`src/rtl/ctrl_uart_regs.sv`:
```
module ctrl_uart_regs #(
  parameter int TICK_DIV = 2,
  parameter int OSR      = 16,
  parameter int FREQ_W   = 32,
  parameter int GAIN_W   = 16,
  parameter int DLY_W    = 10,
  parameter int LGAIN_W  = 16
) (
  input  logic               clk,
  input  logic               rst_n,
  input  logic               rxd,
  output logic               dac_sel,
  output logic               pd_en,
  output logic               pd_clr,
  output logic               mod_osc_en,
  output logic               demod_osc_en,
  output logic               sys_clr,
  output logic [FREQ_W-1:0]  bb_freq,
  output logic [GAIN_W-1:0]  bb_gain,
  output logic [FREQ_W-1:0]  rf_freq,
  output logic [GAIN_W-1:0]  rf_gain,
  output logic [DLY_W-1:0]   dly_in,
  output logic [DLY_W-1:0]   dly_des,
  output logic [DLY_W-1:0]   dly_demod,
  output logic [LGAIN_W-1:0] loop_gain,
  output logic               wr_stb,
  output logic [7:0]         wr_addr
);
  localparam int DIV_W = $clog2(TICK_DIV + 1);
  localparam int OSR_W = $clog2(OSR + 1);
  localparam int HALF  = OSR / 2;
  localparam logic [GAIN_W-1:0] GAIN_MID = {1'b1, {(GAIN_W-1){1'b0}}};
  localparam logic [7:0] NREG = 8'd9;

  typedef enum logic [2:0] {S_IDLE, S_START, S_DATA, S_STOP, S_HOLD} rx_st_t;

  logic [1:0]       rx_q;
  logic             rx_s;
  rx_st_t           st;
  logic [DIV_W-1:0] div_cnt;
  logic [OSR_W-1:0] sub_cnt;
  logic [2:0]       bit_cnt;
  logic [7:0]       shreg;
  logic             byte_ok, frm_err, tick;

  logic [2:0]  idx;
  logic [7:0]  addr_q;
  logic [23:0] data_q;
  logic [31:0] word;
  logic        commit;

  assign rx_s   = rx_q[1];
  assign tick   = (st != S_IDLE) && (st != S_HOLD) && (div_cnt == DIV_W'(TICK_DIV - 1));
  assign word   = {data_q, shreg};
  assign commit = byte_ok && (idx == 3'd4);

  always_ff @(posedge clk or negedge rst_n)
    if (!rst_n) rx_q <= 2'b11;
    else        rx_q <= {rx_q[0], rxd};

  always_ff @(posedge clk or negedge rst_n) begin
    if (!rst_n) begin
      st <= S_IDLE; div_cnt <= '0; sub_cnt <= '0; bit_cnt <= '0;
      shreg <= '0; byte_ok <= 1'b0; frm_err <= 1'b0;
    end else begin
      byte_ok <= 1'b0;
      frm_err <= 1'b0;
      if (st == S_IDLE || st == S_HOLD || tick) div_cnt <= '0;
      else                                      div_cnt <= div_cnt + 1'b1;
      if (tick) sub_cnt <= sub_cnt + 1'b1;
      case (st)
        S_IDLE: begin
          sub_cnt <= '0;
          if (!rx_s) st <= S_START;
        end
        S_START:
          if (tick && sub_cnt == OSR_W'(HALF - 1)) begin
            sub_cnt <= '0;
            bit_cnt <= '0;
            st      <= rx_s ? S_IDLE : S_DATA;
          end
        S_DATA:
          if (tick && sub_cnt == OSR_W'(OSR - 1)) begin
            sub_cnt <= '0;
            shreg   <= {rx_s, shreg[7:1]};
            bit_cnt <= bit_cnt + 1'b1;
            if (bit_cnt == 3'd7) st <= S_STOP;
          end
        S_STOP:
          if (tick && sub_cnt == OSR_W'(OSR - 1)) begin
            sub_cnt <= '0;
            if (rx_s) begin byte_ok <= 1'b1; st <= S_IDLE; end
            else      begin frm_err <= 1'b1; st <= S_HOLD; end
          end
        S_HOLD:
          if (rx_s) st <= S_IDLE;
        default: st <= S_IDLE;
      endcase
    end
  end

  always_ff @(posedge clk or negedge rst_n) begin
    if (!rst_n) begin
      idx <= '0; addr_q <= '0; data_q <= '0;
    end else if (frm_err) begin
      idx <= '0;
    end else if (byte_ok) begin
      if (idx == 3'd0) addr_q <= shreg;
      else             data_q <= {data_q[15:0], shreg};
      idx <= (idx == 3'd4) ? 3'd0 : idx + 1'b1;
    end
  end

  always_ff @(posedge clk or negedge rst_n) begin
    if (!rst_n) begin
      {sys_clr, demod_osc_en, mod_osc_en, pd_clr, pd_en, dac_sel} <= '0;
      bb_freq <= '0; bb_gain <= GAIN_MID; rf_freq <= '0; rf_gain <= GAIN_MID;
      dly_in <= '0; dly_des <= '0; dly_demod <= '0; loop_gain <= '0;
      wr_stb <= 1'b0; wr_addr <= '0;
    end else begin
      wr_stb <= commit && (addr_q < NREG);
      if (commit && addr_q < NREG) wr_addr <= addr_q;
      if (commit)
        case (addr_q)
          8'h00: {sys_clr, demod_osc_en, mod_osc_en, pd_clr, pd_en, dac_sel} <= word[5:0];
          8'h01: bb_freq   <= word[FREQ_W-1:0];
          8'h02: bb_gain   <= word[GAIN_W-1:0];
          8'h03: rf_freq   <= word[FREQ_W-1:0];
          8'h04: rf_gain   <= word[GAIN_W-1:0];
          8'h05: dly_in    <= word[DLY_W-1:0];
          8'h06: dly_des   <= word[DLY_W-1:0];
          8'h07: dly_demod <= word[DLY_W-1:0];
          8'h08: loop_gain <= word[LGAIN_W-1:0];
          default: ;
        endcase
    end
  end
endmodule


```
`config.mk`:
```
export PLATFORM = sky130hd
export DESIGN_NAME = ctrl_uart_regs
export DESIGN_NICKNAME = d
export VERILOG_FILES = /design/src/rtl/ctrl_uart_regs.sv
export SDC_FILE = /design/constraint.sdc
export NUM_CORES = 1
export LEC_CHECK = 0
export BUFFER_PORTS_ARGS = -buffer_cell sky130_fd_sc_hd__clkbuf_2
export CORE_ASPECT_RATIO = 0.9
export CORE_MARGIN = 3
export CORE_UTILIZATION = 55
export DETAILED_ROUTE_END_ITERATION = 8
export HOLD_SLACK_MARGIN = 0.12
export PLACE_DENSITY = 0.79
export SYNTH_ARGS = -nofsm -noshare
export SYNTH_HDL_FRONTEND = slang
export SYNTH_SLANG_ARGS = --single-unit
export TNS_END_PERCENT = 30
```
`constraint.sdc`:
```
create_clock -name clk -period 2.3 [get_ports clk]
set_input_delay 0.345 -clock clk [delete_from_list [all_inputs] [get_ports clk]]
set_output_delay 0.345 -clock clk [all_outputs]
set_load 0.02 [all_outputs]
```
* After elaboration in Yosys (flattened, before gate mapping)
Index checks and enable logic that the tools add are counted.
Word-level totals: bits in registers 217, input bits 3, output and inout port bits 157
Cells by class: $add $sub $neg 4, order comparisons 1, equality and inequality tests 24, muxes and demuxes 26, bitwise operators 2, reduce and logical (&&, ||, !) cells 29
Operators by type and width (count):
- 3-bit two-way mux | 12
- 8-bit by 3-bit == test with 1-bit output (second input constant) | 4
- 2-bit AND reduction | 10
- 8-bit by 2-bit == test with 1-bit output (second input constant) | 2
- 5-bit two-way mux | 3
- 3-bit case mux with 5 select lines | 1
- 5-bit case mux with 3 select lines | 1
- 2-bit != test (second input constant) | 6
- 3-bit == test (second input constant) | 3
- 3-bit AND reduction | 3
- 8-bit by 1-bit == test with 1-bit output (second input constant) | 1
- 8-bit by 4-bit == test with 1-bit output (second input constant) | 1
- 8-bit zero test | 1
- 8-bit by 4-bit < comparator with 1-bit output (second input constant) | 1
- 3-bit by 1-bit adder with 3-bit output (second input constant) | 2
- 3-bit by 2-bit == test with 1-bit output (second input constant) | 2
- 1-bit logical AND | 6
- 3-bit zero test | 2
- 1-bit two-way mux | 6
- 3-bit case mux with 2 select lines | 1
- 6-bit AND reduction | 1
- 5-bit by 1-bit adder with 5-bit output (second input constant) | 1
- 5-bit by 3-bit == test with 1-bit output (second input constant) | 1
- 5-bit by 4-bit == test with 1-bit output (second input constant) | 1
- 10 further kinds | 14

* Depth between registers and ports, before layout
depth after elaboration 6, gate-level depth with buffers 9

* Worst setup path after synthesis
OpenSTA, ideal clock, no wires.
kind register -> register, start register idx[0], end register rf_freq[0], setup time 0.125 ns, arrival time 1.955 ns, setup slack 0.220 ns, cell stages (with the launch flop) 10, buffers on the path 3, clock period less this slack 2.080 ns, cell sequence dfrtp_1 inv_1 ha_1 and4b_1 buf_4 nand2_2 or3b_1 buf_6 buf_6 mux2_4
Between the ends: cells in the longest elaborated chain, start to end 3
Ends and longest elaborated chain:
- start, declared | line 46 | logic [2:0] idx;
- start signal, assigned | line 110 | idx <= (idx == 3'd4) ? 3'd0 : idx + 1'b1;
- 3-bit == test | line 55 | assign commit = byte_ok && (idx == 3'd4);
- 1-bit logical AND | line 55
- 2-bit AND reduction (no line)
- end signal, assigned | line 128 | 8'h03: rf_freq <= word[FREQ_W-1:0];
- end, declared | line 20 | output logic [FREQ_W-1:0] rf_freq,
Every way passes these cells. A chain may end at the register's enable or synchronous reset.

* Worst setup path after layout
start register idx[0], end register rf_freq[28]
The elaborated chain is that of the path after synthesis.

==> results.sh <==
export IMPL_status="finished clean"
export IMPL_ff2ff_path_depth=7
export IMPL_nNetsFinal=721
export IMPL_rsz0062_at_grt="false"
export IMPL_viasPerCell=5.44
export IMPL_cts_sinks=217
export IMPL_drt_initial_drc_count=259
export IMPL_syn_num_nets=551
export IMPL_ys_flop_type="dfrtp_1"
export IMPL_clock_skew_ns=0.00691
export IMPL_seq_area_frac_synth_pct=63.7
export IMPL_dieArea_sq_um=17000
export IMPL_clk_pin_slew_ns=0.06
export IMPL_critPathTopFamily="simple AND/OR/NAND/NOR gates"
export IMPL_synth_xor_area_share_pct=0.308
export IMPL_area_growth_pct=21.7
export IMPL_startpoint_type="flop"
export IMPL_cp_end_kind="flop"
export IMPL_powerDensity_nw_per_um2=744
export IMPL_globalRoute_totalOverflow=0
export IMPL_crit_buf_inv=2
export IMPL_p_leak_nw=5.70
export IMPL_port_buffers=159
export IMPL_finalCritPeriodShare_pct=93.2
export IMPL_netlist_instances=541
export IMPL_max_freq_ghz=0.467
export IMPL_yosysWarnings=0
export IMPL_n_fill_cell=1034
export IMPL_grt_first_pass_wirelength_um=29000
export IMPL_hold_viol=0
export IMPL_synth_top_family_by_area="multiplexers"
export IMPL_hold_class="reg2reg"
export IMPL_drive_gt1_share_pct=57.6
export IMPL_io_pin_count=160
export IMPL_dieWidth_um=137
export IMPL_cts_inserted_buffers=22
export IMPL_tns_ns=0
export IMPL_synthTopCellsByArea="dfrtp_1 (62%), mux2_2 (22%), mux2_4 (5.3%)"
export IMPL_hold_path_depth=0
export IMPL_synth_compound_area_share_pct=0.968
export IMPL_rrSetupSlack_ns=0.16
export IMPL_wire_per_inst_um=19.9
export IMPL_core_sq_um=14900
export IMPL_ys_ff_latch=217
export IMPL_peakVddDrop_mv=0.573
export IMPL_synth_distinct_cells=43
export IMPL_min_period_ns=2.14
export IMPL_yosysTopAreaCellShare_pct=62.5
export IMPL_worst_pin_slew_ns=0.585
export IMPL_reg2reg_to="rf_freq[28]"
export IMPL_cp_slowest_stage_delay_ns=0.45
export IMPL_synth_edf_count=0
export IMPL_startpoint="idx[0]"
export IMPL_syn_area_per_cell_sq_um=15.8
export IMPL_critPathRequiredTime_ns=2.68
export IMPL_gp_congestion=0.867
export IMPL_min_delay_start="rx_q[0]"
export IMPL_min_to="rx_q[1]"
export IMPL_drc=0
export IMPL_grtUsageTotal_pct=21.9
export IMPL_htree_levels=1
export IMPL_die_y_um=124
export IMPL_grt_max_degree=77
export IMPL_crit_arrival_ns=2.52
export IMPL_syn_area_sq_um=8530
export IMPL_slew_headroom_pct=61.0
export IMPL_regToRegStartpoint="idx[0]"
export IMPL_cp_slowest_cell="or3b_4"
export IMPL_postSynth_asyncResetShare_pct=100
export IMPL_routed_wl_um=18500
export IMPL_drtAntennaViolNets=0
export IMPL_synth_area_mux_share_pct=27.3
export IMPL_diodes=0
export IMPL_crit_type="reg2reg"
export IMPL_cts_tree="built"
export IMPL_vias=5034
export IMPL_antenna_found_initial=0
export IMPL_cp_cell_sequence="inv_1 > ha_1 > and4b_1 > nand2_2 > or3b_4 > clkbuf_16 > mux2_4"
export IMPL_crit_path_max_fanout=16
export IMPL_dp_final_hpwl_um=12500
export IMPL_cts_root_to_sink_buffers=3
export IMPL_hold_ws_ns=0.360
export IMPL_initial_core_util_pct=57.2
export IMPL_dr_pass1_iters=4
export IMPL_synthAdderAreaFrac_pct=1.03
export IMPL_clk_latency_ns=0.49
export IMPL_slew_viol_final=0
export IMPL_grt_pass1_vias=5350
export IMPL_maxCapViolCount=0
export IMPL_rows=42
export IMPL_cts_root_buf="clkbuf_16"
export IMPL_synthSimpleGateAreaFrac_pct=4.40
export IMPL_yosys_area_top_type="dfrtp_1"
export IMPL_setup_violations=0
==> worst max path at each step <==
stage / cells past startpoint / to / slack, ns
4_1_cts: 7 / rf_freq[30] / 0.07
3_3_place_gp: 7 / rf_freq[16] / 0.16
6_report: 7 / rf_freq[28] / 0.16
5_1_grt: 7 / rf_freq[12] / 0.08
2_1_floorplan: 9 / rf_freq[0] / 0.22
3_5_place_dp: 7 / rf_freq[18] / 0.1
==> worst register-to-register path: stages (launching register included) <==
cell and delay, ns:
dfrtp_1 0.42, inv_1 0.07, ha_1 0.21, and4b_1 0.25, nand2_2 0.09, or3b_4 0.45
clkbuf_16 0.22, mux2_4 0.32
==> routing by layer <==
layer  GRT usage (%)  routed length (um)  up-vias
met5               0                   0        -
met4            4.11                 323        0
met3            5.98                1250       23
met2            36.3                8880      158
met1            29.5                8000     2600
li1                -                   -     2253
==> sequential cells by signal (all words and copies together), names as in the netlist, 2 cells and up <==
signal     cells
bit_cnt        3
st             3
sub_cnt        5
idx            3
bb_gain       16
wr_addr        8
bb_freq       32
rf_freq       32
addr_q         8
dly_in        10
dly_demod     10
rf_gain       16
loop_gain     16
dly_des       10
rx_q           2
data_q        24
shreg          8
div_cnt        2
==> cell type report <==
type / instances / area (sq um) / share of cell area [%]
Timing Repair Buffer: 179 / 1040 / 10.0
Sequential cell: 217 / 5440 / 52.3
Clock buffer: 32 / 659 / 6.35
Clock inverter: 8 / 67.6 / 0.650
Inverter: 6 / 22.5 / 0.217
Tap cell: 198 / 248 / 2.38
Multi-Input combinational cell: 285 / 2920 / 28.1
==> cells by family (layout without fill, tap and decap cells) <==
group           after synthesis  after routing
simple gates                 65             65
buf+inv                      39            225
flops                       217            217
compound gates               13             13
fa+ha+maj                     7              7
xor+xnor                      3              3
mux                         197            197
==> cell usage in the layout (no fill, tap or decap), types with 4 or more instances in the layout <==
cell type | synthesis | layout
and2_1 | 7 | 7
nand4_1 | 4 | 4
dfrtp_1 | 213 | 213
nand2_1 | 7 | 7
clkinv_2 | 0 | 6
inv_1 | 6 | 6
and3_1 | 4 | 4
clkbuf_16 | 0 | 24
mux2_2 | 164 | 164
clkbuf_2 | 0 | 158
buf_4 | 3 | 12
dfstp_2 | 4 | 4
clkbuf_8 | 0 | 5
nor2_1 | 19 | 18
ha_1 | 7 | 7
mux2_4 | 30 | 30
a21oi_1 | 4 | 4
buf_12 | 0 | 5
clkbuf_1 | 15 | 4
==> repair_timing <==
action	in CTS	in global routing
hold endpoints to repair	69	0
buffers inserted	0	0
hold buffers	2	0
setup endpoints to repair	0	8
gates resized for setup	0	1
==> per-stage QoR <==
step	std cells	utilization (%)	cell area [sq um]	power (mW)	worst slack, ns
2_1_floorplan	541	-	8530	4.16	0.220
3_3_place_gp	882	64.4	9610	4.26	0.156
3_5_place_dp	882	64.4	9610	4.30	0.0952
4_1_cts	924	69.4	10400	7.81	0.0712
5_1_grt	925	69.6	10400	8.01	0.0797
6_report	925	69.6	10400	7.73	0.157
==> power breakdown <==
part | switching, mW | leakage [nW] | total [mW] | internal [mW]
sequential | 0.0541 | 3.01 | 3.93 | 3.88
combinational | 0.192 | 2.34 | 0.293 | 0.102
clock | 1.41 | 0.362 | 3.51 | 2.10
==> cell usage after synthesis (all sizes together), types with 2 or more instances <==
master / n
dfrtp: 213
mux2: 194
nor2: 20
buf: 18
clkbuf: 15
nand2: 8
and2: 7
ha: 7
inv: 6
a21oi: 4
and3: 4
dfstp: 4
nand4: 4
mux2i: 3
nand3: 3
nand3b: 3
nor3: 3
o21ai: 3
a211oi: 2
nand2b: 2
nor2b: 2
xor2: 2
Note: power is estimated with default switching activity, not from simulation.
